## src/rtl/bas_pkg.sv

```systemverilog
package bas_pkg;
  typedef enum logic {
    ORDER_LINEAR     = 1'b0,
    ORDER_INTERLEAVE = 1'b1
  } order_e;

  typedef enum logic [1:0] {
    OP_HOLD = 2'd0,
    OP_STEP = 2'd1,
    OP_LOAD = 2'd2
  } beat_op_e;
endpackage

```

## src/rtl/bas_start_reg.sv

```systemverilog
module bas_start_reg #(
  parameter int ADDR_W = 16
) (
  input  logic              clk_i,
  input  logic              rst_ni,
  input  logic              load_i,
  input  logic [ADDR_W-1:0] addr_i,
  output logic [ADDR_W-1:0] start_o
);
  logic [ADDR_W-1:0] start_q;

  always_ff @(posedge clk_i or negedge rst_ni) begin
    if (!rst_ni)     start_q <= '0;
    else if (load_i) start_q <= addr_i;
  end

  assign start_o = start_q;
endmodule

```

## src/rtl/bas_beat_ctr.sv

```systemverilog
module bas_beat_ctr
  import bas_pkg::*;
#(
  parameter int BEAT_W = 2
) (
  input  logic              clk_i,
  input  logic              rst_ni,
  input  beat_op_e          op_i,
  output logic [BEAT_W-1:0] beat_o
);
  logic [BEAT_W-1:0] beat_q, beat_d;

  always_comb begin
    unique case (op_i)
      OP_LOAD: beat_d = '0;
      OP_STEP: beat_d = beat_q + 1'b1;  // wraps naturally at 2**BEAT_W
      default: beat_d = beat_q;
    endcase
  end

  always_ff @(posedge clk_i or negedge rst_ni) begin
    if (!rst_ni) beat_q <= '0;
    else         beat_q <= beat_d;
  end

  assign beat_o = beat_q;
endmodule

```

## src/rtl/bas_order_map.sv

```systemverilog
module bas_order_map
  import bas_pkg::*;
#(
  parameter int BEAT_W = 2
) (
  input  order_e            order_i,
  input  logic [BEAT_W-1:0] start_lo_i,
  input  logic [BEAT_W-1:0] beat_i,
  output logic [BEAT_W-1:0] lo_o
);
  logic [BEAT_W-1:0] lin_lo;
  logic [BEAT_W-1:0] ilv_lo;
  logic [BEAT_W:0]   carry;

  // ripple add per bit: sum stays inside the aligned group
  assign carry[0] = 1'b0;
  for (genvar b = 0; b < BEAT_W; b++) begin : g_bit
    assign lin_lo[b]  = start_lo_i[b] ^ beat_i[b] ^ carry[b];
    assign carry[b+1] = (start_lo_i[b] & beat_i[b]) |
                        (carry[b] & (start_lo_i[b] ^ beat_i[b]));
    assign ilv_lo[b]  = start_lo_i[b] ^ beat_i[b];
  end

  assign lo_o = (order_i == ORDER_INTERLEAVE) ? ilv_lo : lin_lo;
endmodule

```

## src/rtl/burst_addr_seq.sv

```systemverilog
module burst_addr_seq
  import bas_pkg::*;
#(
  parameter int ADDR_W = 16,
  parameter int BEAT_W = 2
) (
  input  logic              clk_i,
  input  logic              rst_ni,
  input  logic [ADDR_W-1:0] addr_i,
  input  logic              strb_cpu_ni,
  input  logic              strb_ctl_ni,
  input  logic              adv_ni,
  input  logic              mode_i,
  output logic [ADDR_W-1:0] addr_o
);
  localparam int UP_W = ADDR_W - BEAT_W;

  logic              load;
  beat_op_e          op;
  logic [ADDR_W-1:0] start;
  logic [BEAT_W-1:0] beat;
  logic [BEAT_W-1:0] lo;
  order_e            order;

  assign load  = ~strb_cpu_ni | ~strb_ctl_ni;
  // strobe outranks advance
  assign op    = load ? OP_LOAD : (~adv_ni ? OP_STEP : OP_HOLD);
  assign order = order_e'(mode_i);

  bas_start_reg #(.ADDR_W(ADDR_W)) u_start (
    .clk_i  (clk_i),
    .rst_ni (rst_ni),
    .load_i (load),
    .addr_i (addr_i),
    .start_o(start)
  );

  bas_beat_ctr #(.BEAT_W(BEAT_W)) u_beat (
    .clk_i (clk_i),
    .rst_ni(rst_ni),
    .op_i  (op),
    .beat_o(beat)
  );

  bas_order_map #(.BEAT_W(BEAT_W)) u_map (
    .order_i   (order),
    .start_lo_i(start[BEAT_W-1:0]),
    .beat_i    (beat),
    .lo_o      (lo)
  );

  assign addr_o = {start[ADDR_W-1 -: UP_W], lo};
endmodule

```

## config.mk

```make
export PLATFORM = sky130hd
export DESIGN_NAME = burst_addr_seq
export DESIGN_NICKNAME = d
export VERILOG_FILES = /design/src/rtl/bas_pkg.sv /design/src/rtl/bas_start_reg.sv /design/src/rtl/bas_beat_ctr.sv /design/src/rtl/bas_order_map.sv /design/src/rtl/burst_addr_seq.sv
export SDC_FILE = /design/constraint.sdc
export NUM_CORES = 1
export LEC_CHECK = 0
export BUFFER_PORTS_ARGS = -buffer_cell sky130_fd_sc_hd__buf_4
export CAP_MARGIN = 20
export CORE_UTILIZATION = 30
export DETAILED_ROUTE_END_ITERATION = 6
export PLACE_DENSITY = 0.62
export SYNTH_ARGS = -nofsm -noshare
export SYNTH_HDL_FRONTEND = slang
export SYNTH_SLANG_ARGS = --single-unit
```

## constraint.sdc

```tcl
create_clock -name clk_i -period 2.7 [get_ports clk_i]
set_input_delay 0.54 -clock clk_i [delete_from_list [all_inputs] [get_ports clk_i]]
set_output_delay 0.54 -clock clk_i [all_outputs]
set_load 0.01 [all_outputs]
```

# Yosys cells after proc, flatten, opt, wreduce, memory -nomap -nowiden
# Cells that the tools add are included.
# Widths: inputs -> output; s select.
# word_totals
register_bits	18
# classes
add_sub_neg	1
n_eq_ne	2
muxes	4
bitwise	7
n_reduce_logical	1
# ops
cell	count
$mux 2	2
$pmux 2 s2	1
$xor 1x1->1	3
$add 2x1->2 const B	1
$eq 2x1->1 const B	1
$eq 2x2->1 const B	1
$not 1->1	2
$reduce_bool 2->1	1
$and 1x1->1	1
$mux 1	1
$or 1x1->1	1

# Longest topological paths before layout
# Gate-level depths: netlist of run 1.
# depth
ltp_word	5
ltp_mapped	3
mapped_depth_nobuf	3

# By module
# Synthesis of run 1 repeated with hierarchy kept, for this count alone.
# unflattened
cells_unflattened	51
area_unflattened_um2	802.0
# by_module_without_submodules
module	instances	cells_per_inst	area_each_um2	seq_area_each_um2
bas_start_reg	1	34	649.4	400.4
bas_beat_ctr	1	11	103.8	50.0
bas_order_map	1	4	36.3	0.0
burst_addr_seq	1	2	12.5	0.0

# Worst setup path before layout of run 1
# No wires, ideal clock.
# synth_timing
kind	register to output
start	register u_start.start_q[0], in the netlist u_start.start_o[0]
end	output addr_o[1]
arrival_ps	890
t_required_ps	2160
setup_slack_ps	1270
path_stages_with_launch	4
cell_sequence	dfrtp_1 > ha_1 > nor2b_1 > xnor2_1
# synth_via
elab_chain_cells	3
# synth_lines
element	line	text
from (decl)	bas_start_reg.sv:10	logic [ADDR_W-1:0] start_q;
from (signal assigned)	bas_start_reg.sv:14	else if (load_i) start_q <= addr_i;
$and 1x1->1	bas_order_map.sv:19	assign carry[b+1] = (start_lo_i[b] & beat_i[b]) |
$xor 1x1->1	bas_order_map.sv:18	assign lin_lo[b] = start_lo_i[b] ^ beat_i[b] ^ carry[b];
$mux 2	bas_order_map.sv:24	assign lo_o = (order_i == ORDER_INTERLEAVE) ? ilv_lo : lin_lo;
to (decl)	burst_addr_seq.sv:14	output logic [ADDR_W-1:0] addr_o
# No other way between the ends.

# Worst setup path after layout of run 1
# Same ends and word-level chain as after synthesis.

==> results of run 1 <==
==> power groups by stage <==
stage,logic [W],clock network [W],registers [W]
final,0.000116,0.000122,0.000302
after global routing,0.000126,0.000147,0.000305
after CTS,0.000119,0.000134,0.000303
after detailed placement,0.000118,0,0.000308
after global placement,0.000116,0,0.000307
after floorplan,0.0000787,0,0.000304
==> cells in the final DEF, fill, tap and decap left out <==
cell | netlist | routed
buf_4 | 14 | 37
dfrtp_1 | 18 | 18
mux2_4 | 8 | 8
mux2_2 | 8 | 8
xnor2_1 | 3 | 3
nor2b_1 | 3 | 3
clkbuf_4 | 0 | 3
nand2_4 | 1 | 1
nor2_1 | 1 | 1
nor3_1 | 1 | 1
ha_1 | 1 | 1
==> routing by layer <==
| layer | vias to the layer above | global-route usage | routed length [um] |
|---|---|---|---|
| met5 | - | 0 | 0 |
| met4 | 0 | 0.07500 | 27 |
| met3 | 2 | 0.03279 | 81 |
| met2 | 19 | 0.1721 | 678 |
| met1 | 230 | 0.1137 | 584 |
| li1 | 237 | - | - |
==> worst max-delay path, cell delays in order, from the launching register on <==
cell and delay [ns]:
dfrtp_1 0.39, ha_1 0.18, nor2b_1 0.13, xnor2_1 0.13
buf_4 0.14
==> logic make-up after synthesis <==
family,after synthesis,share of synthesized area
muxes,16,0.2460
adders and majority gates,1,0.01464
buffers and inverters,15,0.1362
DFF,18,0.5271
and+or+nand+nor,6,0.04538
xor gates and xnor gates,3,0.03075
==> worst paths after layout <==
| kind | start | endpoint | slack (ns) | cells past startpoint |
|---|---|---|---|---|
| worst max-delay path | u_start.start_o[0] | addr_o[1] | 0.91 | 4 |
| worst min-delay path | rst_ni | u_start.start_o[5] | 0.11 | 1 |
| worst max register to register | u_beat.beat_o[0] | u_beat.beat_o[1] | 1.82 | 3 |
| worst min register to register | u_start.start_o[2] | u_start.start_o[2] | 0.52 | 1 |
| max in group asynchronous | rst_ni | u_beat.beat_o[0] | 2.40 | 1 |
| min in group clk_i | addr_i[9] | u_start.start_o[9] | 0.48 | 2 |
==> state kept, by name, summed over array words and instances (netlist names) <==
register / cells
u_start.start_o: 16
u_beat.beat_o: 2
==> stage by stage <==
stage,instance area (um2),setup slack [ns],util,power [W],hold slack (ns)
finish,1076,0.9133,0.4155,0.0005401,0.1083
global route,1076,0.8131,0.4155,0.0005781,0.09234
CTS,1076,0.8815,0.4155,0.0005549,0.09906
detailed placement,1054,1.116,0.4068,0.0004259,0.4224
global placement,1054,1.129,0.4068,0.0004230,0.4214
floorplan,854.6,1.270,-,0.0003831,0.2444
==> layout make-up <==
class                   instances  area [um2]  share of cell area
flip-flops and latches         18       450.4              0.4186
multi-input cells              26       287.8              0.2674
repair buffers                 37       277.8              0.2581
well taps                      30       37.54             0.03488
clock buffers                   3       22.52             0.02093
==> results.md, run 1 <==
- Cell row count: 18
- Total GRT Usage: 0.1049
- Wirelength, routed: 1371 um
- Tcrit/Tclk final: 0.6617
- List of most frequent post-synthesis cells: 18 x dfrtp_1, 14 x buf_4, 8 x mux2_2, 8 x mux2_4
- Clock Tree Root: clkbuf_4
- Average cell area after synthesis: 14.48 um2
- Static Leak: 0.5391 nW
- Proportion of synthesized chip area in sequential cells: 0.5271
- Count of instances resized after the clock tree is built: 0
- Number of H-tree levels: 1
- Worst EP arrival: 1.25 ns
- Post-detailed-route DRC marker count: 0
- Die outline area: 3066 um2
- Final hold violation count: 0
- Initial core utilization: 0.3300
- Number of buffers added for setup after CTS: 0
- Clock transition at the register clock pins on the worst setup and hold paths after CTS: 0.09 ns
- Port Buf Inserts: 37
- Number of synthesized register bits: 18
- ANT cells: 0
- Peak fanout along the critical path: 2
- Count of TritonRoute iterations in the first routing pass: 2
- Number of maximum-capacitance constraint violations: 0
- Filler cell count in the final layout: 253
- Cells taking the most area after synthesis: dfrtp_1 53%, mux2_4 14%, buf_4 12%, mux2_2 11%, xnor2_1 3.1%
- Net Sw Frac: 0.2298
- Leading register cell type out of synthesis: dfrtp_1
- Layout Skew: 0.002760 ns
- Final RePlAce weighted congestion: 0.7066
- Number of nets in the synthesized netlist: 82
- Final critical path time including I/O delays and setup: 1.787 ns
- Count of unique library cells instantiated by Yosys: 11
- Largest area contributor in the netlist: dfrtp_1
- Critical path start-end classification: flop to output port
- Switching power total: 0.0001241 W
- Most frequent cell after synthesis: dfrtp_1
- Top-area cell type share of the netlist area: 0.5271
- Growth of design area from synthesis to finish: 25.91%
- Setup repair after global routing missed its margin: no
- Layout cell share with drive strength beyond 1: 0.6786
- Share of flip-flops with an asynchronous set or reset: 1.000
- CP Capture Type: output port
- Number of antenna violations at the first check in global routing: 0
- CTS tree: built
- Buffers from clock root to sink, at most: 2
- Via count of the first global-routing pass: 525
- Setup violations, final: 0
- Rel. slew slack: 0.8041
- Number of CTS-inserted buffers: 3
- Fmax: 559.7 MHz
- Routed vias: 488
- Number of enable flip-flop cells after synthesis: 0
- Max IR drop VDD: 0.3325 mV
- Combinational cell fraction of total power: 0.215
- Per-cell routed wire length: 12.03 um
- Worst slew pin tran: 0.2936 ns
- Cell Count Post-Placement: 111
- Class of the tightest hold or removal check: input port to async pin
- Net total in the final layout: 109
- Worst-Skew Late Latency: 0.28 ns
- Initial detailed-routing violation count: 1
- Worst EP required: 2.16 ns
- Standard cell core area: 2590 um2
- Number of clock sinks: 18
- Global-route wire length before repair: 2421 um
- Die Y: 55.37 um
- Fraction of power consumed by the clock network: 0.226
- Number of placed I/O pins: 38
- Final non-filler cell total: 114
- Status: completed
- Final-report max-slew violation count: 0
- Maximum number of pins on one net before global-route repair: 19
- Crit start category: flop
- Number of buffers inserted by hold repair at cts: 0
- Post-synthesis instance total: 59
- Number of vias per cell: 4.281
- Detail Route Antenna Nets: 0
- Setup tns final: 0 ns
- Synthesized cell area: 854.6 um2
- Share of total power in sequential cells: 0.559
- Internal power: 0.0004160 W
- Die W: 55.37 um
- Total power density per cell area: 501.9 nW/um2
- Number of warning messages in the yosys log: 0
- Total grt overflow: 0
Power figures use the tool's default switching activity.
==> run 2, diff against run 1 <==
--- a/config.mk
+++ b/config.mk
@@ -5,6 +5,7 @@
 export SDC_FILE = /design/constraint.sdc
 export NUM_CORES = 1
 export LEC_CHECK = 0
+export ABC_AREA = 1
 export BUFFER_PORTS_ARGS = -buffer_cell sky130_fd_sc_hd__buf_4
 export CAP_MARGIN = 20
 export CORE_UTILIZATION = 30
==> constraint.sdc (replaced) <==
create_clock -name clk_i -period 1.69 [get_ports clk_i]
set_input_delay 0.338 -clock clk_i [delete_from_list [all_inputs] [get_ports clk_i]]
set_output_delay 0.338 -clock clk_i [all_outputs]
set_load 0.01 [all_outputs]
==> results.md, run 2 <==
- Number of H-tree levels: 1
- Number of clock sinks: 18
- Tcrit/Tclk final: 0.9474
- Number of synthesized register bits: 18
- Number of maximum-capacitance constraint violations: 0
- Via count of the first global-routing pass: 668
- Cell row count: 19
- Net total in the final layout: 157
- Post-layout power: 0.0009299 W
- CP Capture Type: output port
- Total GRT Usage: 0.1159
- Most frequent cell after synthesis: nand2_1
- Layout Skew: 0.00008640 ns
- Total power density per cell area: 822.1 nW/um2
- Commonest non-fill, non-tap cells in the layout: 51 x nand2_1, 36 x buf_4, 18 x dfrtp_1
- Setup tns final: 0 ns
- Count of TritonRoute iterations in the first routing pass: 4
- Filler cell count in the final layout: 313
- Final hold violation count: 0
- Buffers from clock root to sink, at most: 2
- Setup repair after global routing missed its margin: yes
- Static Leak: 0.6326 nW
- Crit start category: flop
- Largest register FFs: 16
- Die W: 56.61 um
- Peak fanout along the critical path: 2
- Most frequent standard cell in the layout excluding fill and tap cells: nand2_1
- List of most frequent post-synthesis cells: 51 x nand2_1, 18 x dfrtp_1, 15 x buf_4
- Global-route wire length before repair: 2835 um
- Worst EP required: 1.35 ns
- Die Y: 56.61 um
- Final critical path time including I/O delays and setup: 1.601 ns
- Layout cell share with drive strength beyond 1: 0.3759
- Post-synthesis instance total: 107
- Growth of design area from synthesis to finish: 26.43%
- Final RePlAce weighted congestion: 0.7047
- Routed vias: 695
- Number of nets in the synthesized netlist: 130
- ANT cells: 0
- Detail Route Antenna Nets: 0
- Worst-Skew Late Latency: 0.29 ns
- Rel. slew slack: 0.8438
- CTS tree: built
- Clock Tree Root: clkbuf_4
- Maximum number of pins on one net before global-route repair: 19
- Die outline area: 3204 um2
- Worst slew pin tran: 0.2341 ns
- Post-detailed-route DRC marker count: 0
- Top-area cell type share of the netlist area: 0.5035
- Largest area contributor in the netlist: dfrtp_1
- Synthesized cell area: 894.6 um2
- Leading register cell type out of synthesis: dfrtp_1
- Worst EP arrival: 1.26 ns
- Total grt overflow: 0
- Final-report max-slew violation count: 0
- Clock transition at the register clock pins on the worst setup and hold paths after CTS: 0.10 ns
- Initial core utilization: 0.3216
- Count of unique library cells instantiated by Yosys: 12
- Number of buffers added for setup after CTS: 0
- Worst-case hold slack: 0.2407 ns
- Proportion of synthesized chip area in sequential cells: 0.5035
- Class of the tightest hold or removal check: input port to flop
- Port Buf Inserts: 37
- Cells taking the most area after synthesis: dfrtp_1 50%, nand2_1 21%, buf_4 13%, nand2_2 3.5%, inv_1 2.5%
- Post-DP HPWL: 1246 um
- Per-cell routed wire length: 10.34 um
- Initial detailed-routing violation count: 17
- Wirelength, routed: 1696 um
- Number of vias per cell: 4.238
- Share of flip-flops with an asynchronous set or reset: 1.000
- Number of placed I/O pins: 38
- Fmax: 624.6 MHz
- Number of antenna violations at the first check in global routing: 0
- Status: completed
- Average cell area after synthesis: 8.361 um2
- Standard cell core area: 2781 um2
- Number of CTS-inserted buffers: 3
- Number of enable flip-flop cells after synthesis: 0
- Critical path start-end classification: flop to output port
- Max IR drop VDD: 0.5061 mV
- Number of warning messages in the yosys log: 0
- Setup violations, final: 0
-- run 2: cell count changes in the layout (fill, tap and decap cells not counted), moves of 2 or more --
| cell | before | now |
|---|---|---|
| mux2_2 | 8 | 0 |
| mux2_4 | 8 | 0 |
| inv_1 | 0 | 5 |
| nor2b_1 | 3 | 0 |
| nand2_1 | 0 | 51 |
| nand3_1 | 0 | 2 |
| nor2_1 | 1 | 5 |
| nand2_2 | 0 | 5 |
| xnor2_1 | 3 | 0 |
-- run 2: layout make-up --
| class | count | area, um2 | area share |
|---|---|---|---|
| Clock buffer | 4 | 36.28 | 0.03208 |
| Tap cell | 31 | 38.79 | 0.03429 |
| Multi-Input combinational cell | 66 | 282.8 | 0.2500 |
| Inverter | 7 | 31.28 | 0.02765 |
| Timing Repair Buffer | 38 | 291.5 | 0.2577 |
| Sequential cell | 18 | 450.4 | 0.3982 |
-- run 2: logic make-up (layout without fill, tap and decap cells) --
family          count (synthesis)  after routing  synth area share
compound gates                  1              1          0.005589
simple gates                   64             64            0.2937
buf+inv                        23             49            0.1832
fa+ha+maj                       1              1           0.01398
flops                          18             18            0.5035
-- run 2: path summary, 6_finish.rpt --
| path | startpoint | endpoint | slack (ns) | cells after the start |
|---|---|---|---|---|
| max in group asynchronous | rst_ni | u_start.start_o[15] | 1.07 | 2 |
| worst max-delay path | u_start.start_o[0] | addr_o[1] | 0.09 | 7 |
| min in group asynchronous | rst_ni | u_start.start_o[11] | 0.43 | 2 |
| worst min register to register | u_start.start_o[6] | u_start.start_o[6] | 0.48 | 2 |
| worst max register to register | u_beat.beat_o[0] | u_beat.beat_o[1] | 0.86 | 5 |
| worst min-delay path | addr_i[3] | u_start.start_o[3] | 0.24 | 3 |
-- run 2: repair_timing --
action / CTS / global route
setup endpoints to repair: 0 / 1
endpoints found under the hold margin: 18 / 0
hold buffers: 1 / 0
gates resized for setup: 0 / 3
-- run 2: worst max-delay path: stages, from the launching register on --
cell	delay [ns]
dfrtp_1	0.37
ha_2	0.19
inv_2	0.03
nor2_1	0.07
nand3_1	0.08
nand2_1	0.07
inv_1	0.05
buf_6	0.11
-- run 2: power breakdown --
group          total, W  internal [W]  switching (W)
registers      0.000484      0.000464      0.0000200
clock network  0.000263      0.000131       0.000132
logic          0.000183     0.0000971      0.0000862
total          0.000930      0.000692       0.000238
-- run 2: through the flow --
| stage | utilization | std cells | setup WS [ns] | instance area (um2) |
|---|---|---|---|---|
| detailed placement | 0.3878 | 159 | 0.3967 | 1079 |
| CTS | 0.4044 | 164 | 0.05450 | 1125 |
| finish | 0.4067 | 164 | 0.08890 | 1131 |
| floorplan | - | 107 | 0.5299 | 894.6 |
| global placement | 0.3878 | 159 | 0.4260 | 1079 |
| global route | 0.4067 | 164 | -0.02392 | 1131 |
-- run 2: metal layers --
layer	share of wire	track usage	wire length, um	up-vias
li1	-	-	-	355
met1	0.44	0.1319	739	309
met2	0.46	0.1966	781	29
met3	0.091	0.05069	154	2
met4	0.012	0.03136	20	0
met5	0	0	0	-
==> run 3, diff against run 2 <==
==> constraint.sdc (replaced) <==
create_clock -name clk_i -period 2 [get_ports clk_i]
set_input_delay 0.4 -clock clk_i [delete_from_list [all_inputs] [get_ports clk_i]]
set_output_delay 0.4 -clock clk_i [all_outputs]
set_load 0.01 [all_outputs]
==> results.md, run 3 (same netlist as run 2, synthesis figures left out) <==
- Status: completed
- Peak fanout along the critical path: 2
- Largest register FFs: 16
- Tcrit/Tclk final: 0.8655
- Most frequent standard cell in the layout excluding fill and tap cells: nand2_1
- Number of placed I/O pins: 38
- Internal power: 0.0005828 W
- Number of CTS-inserted buffers: 3
- Net total in the final layout: 157
- Layout cell share with drive strength beyond 1: 0.3609
- Wirelength, routed: 1799 um
- Number of buffers added for setup after CTS: 0
- Worst-case hold slack: 0.3022 ns
- CTS tree: built
- Layout Skew: 0.0002385 ns
- Total GRT Usage: 0.1290
- Routed vias: 713
- Maximum number of pins on one net before global-route repair: 19
- Standard cell core area: 2781 um2
- Growth of design area from synthesis to finish: 25.73%
- Commonest non-fill, non-tap cells in the layout: 51 x nand2_1, 37 x buf_4, 18 x dfrtp_1, 6 x inv_1
- Count of TritonRoute iterations in the first routing pass: 4
- Setup tns final: 0 ns
- Per-cell routed wire length: 10.97 um
- Clock Tree Root: clkbuf_4
- Depth of the worst register-to-register path: 5
- Global-route wire length before repair: 3105 um
- Amount of wire on met3 after detailed routing: 151 um
- ANT cells: 0
- Final RePlAce weighted congestion: 0.6983
- Worst slew pin tran: 0.2362 ns
- Total grt overflow: 0
- Via count of the first global-routing pass: 671
- CP Capture Type: output port
- Number of vias per cell: 4.348
- Final hold violation count: 0
- Static Leak: 0.6333 nW
- Class of the tightest hold or removal check: input port to flop
- Highest routing layer actually used: met4
- Max IR drop VDD: 0.3424 mV
- Post-DP HPWL: 1299 um
- Setup repair after global routing missed its margin: no
- Worst-Skew Late Latency: 0.29 ns
- Count of instances resized after the clock tree is built: 0
- Combinational cell fraction of total power: 0.194
- Port Buf Inserts: 37
- Final critical path time including I/O delays and setup: 1.731 ns
- Number of antenna violations at the first check in global routing: 0
- Die W: 56.61 um
- Crit start category: flop
- Initial detailed-routing violation count: 18
- Setup violations, final: 0
- Total power density per cell area: 701.7 nW/um2
- Final-report max-slew violation count: 0
- Buffers from clock root to sink, at most: 2
- Fraction of power consumed by the clock network: 0.287
- Share of total power in sequential cells: 0.519
- Net Sw Frac: 0.2616
- Die Y: 56.61 um
- Worst EP required: 1.60 ns
- Initial core utilization: 0.3216
- Final core utilization: 0.4044
- Wire length on met1: 781 um
- Die outline area: 3204 um2
- Worst EP arrival: 1.33 ns
- Clock transition at the register clock pins on the worst setup and hold paths after CTS: 0.11 ns
- Critical path start-end classification: flop to output port
- Cell row count: 19
- Post-detailed-route DRC marker count: 0
- Switching power total: 0.0002065 W
- Number of H-tree levels: 1
- Number of clock sinks: 18
- Rel. slew slack: 0.8425
- WHS Path Cells: 3
- Fmax: 577.7 MHz
- Detail Route Antenna Nets: 0
- Number of maximum-capacitance constraint violations: 0
- Routed met2 length: 852 um
- Post-layout power: 0.0007892 W
-- run 3: area by class of cell --
| type | count | area, um2 |
|---|---|---|
| tap | 31 | 38.79 |
| sequential | 18 | 450.4 |
| fill | 301 | 1657 |
| inverter | 7 | 31.28 |
| multi-input combinational | 66 | 280.3 |
| timing repair buffer | 38 | 287.8 |
| clock buffer | 4 | 36.28 |
-- run 3: routing by layer --
layer,vias to the layer above,GRT usage
met1,326,0.1652
met4,0,0.06272
met2,31,0.2000
met5,-,0
met3,2,0.03456
li1,354,-
-- run 3: through the flow --
stage | instances | worst slack [ns] | instance area (um2)
floorplan | 107 | 0.7779 | 894.6
global placement | 159 | 0.6744 | 1079
detailed placement | 159 | 0.6126 | 1079
CTS | 164 | 0.2682 | 1125
global route | 164 | 0.1374 | 1125
finish | 164 | 0.2689 | 1125
-- run 3: power by group through the flow --
| stage | logic, W | clock network (W) | registers, W |
|---|---|---|---|
| after global placement | 0.000150 | 0 | 0.000415 |
| after floorplan | 0.000101 | 0 | 0.000412 |
| after detailed placement | 0.000154 | 0 | 0.000417 |
| after global routing | 0.000171 | 0.000260 | 0.000413 |
| final | 0.000153 | 0.000227 | 0.000410 |
| after CTS | 0.000156 | 0.000238 | 0.000410 |
-- run 3: worst paths after layout --
kind,start,to,slack [ns]
min reg2reg,u_start.start_o[10],u_start.start_o[10],0.49
max in group asynchronous,rst_ni,u_start.start_o[5],1.31
min,addr_i[13],u_start.start_o[13],0.30
max,u_start.start_o[0],addr_o[1],0.27
max reg2reg,u_beat.beat_o[0],u_beat.beat_o[1],1.17
min in group asynchronous,rst_ni,u_start.start_o[11],0.49
-- run 3: repair_timing --
| action | CTS | global route |
|---|---|---|
| endpoints found under the setup margin | 0 | 0 |
| hold buffers | 1 | 0 |
| endpoints found under the hold margin | 18 | 0 |
-- run 3: critical path: stages, from the launching register on --
cell and delay (ns):
dfrtp_1 0.39, ha_1 0.18, inv_1 0.04, nor2_1 0.11
nand3_1 0.09, nand2_1 0.06, inv_1 0.04, buf_4 0.13
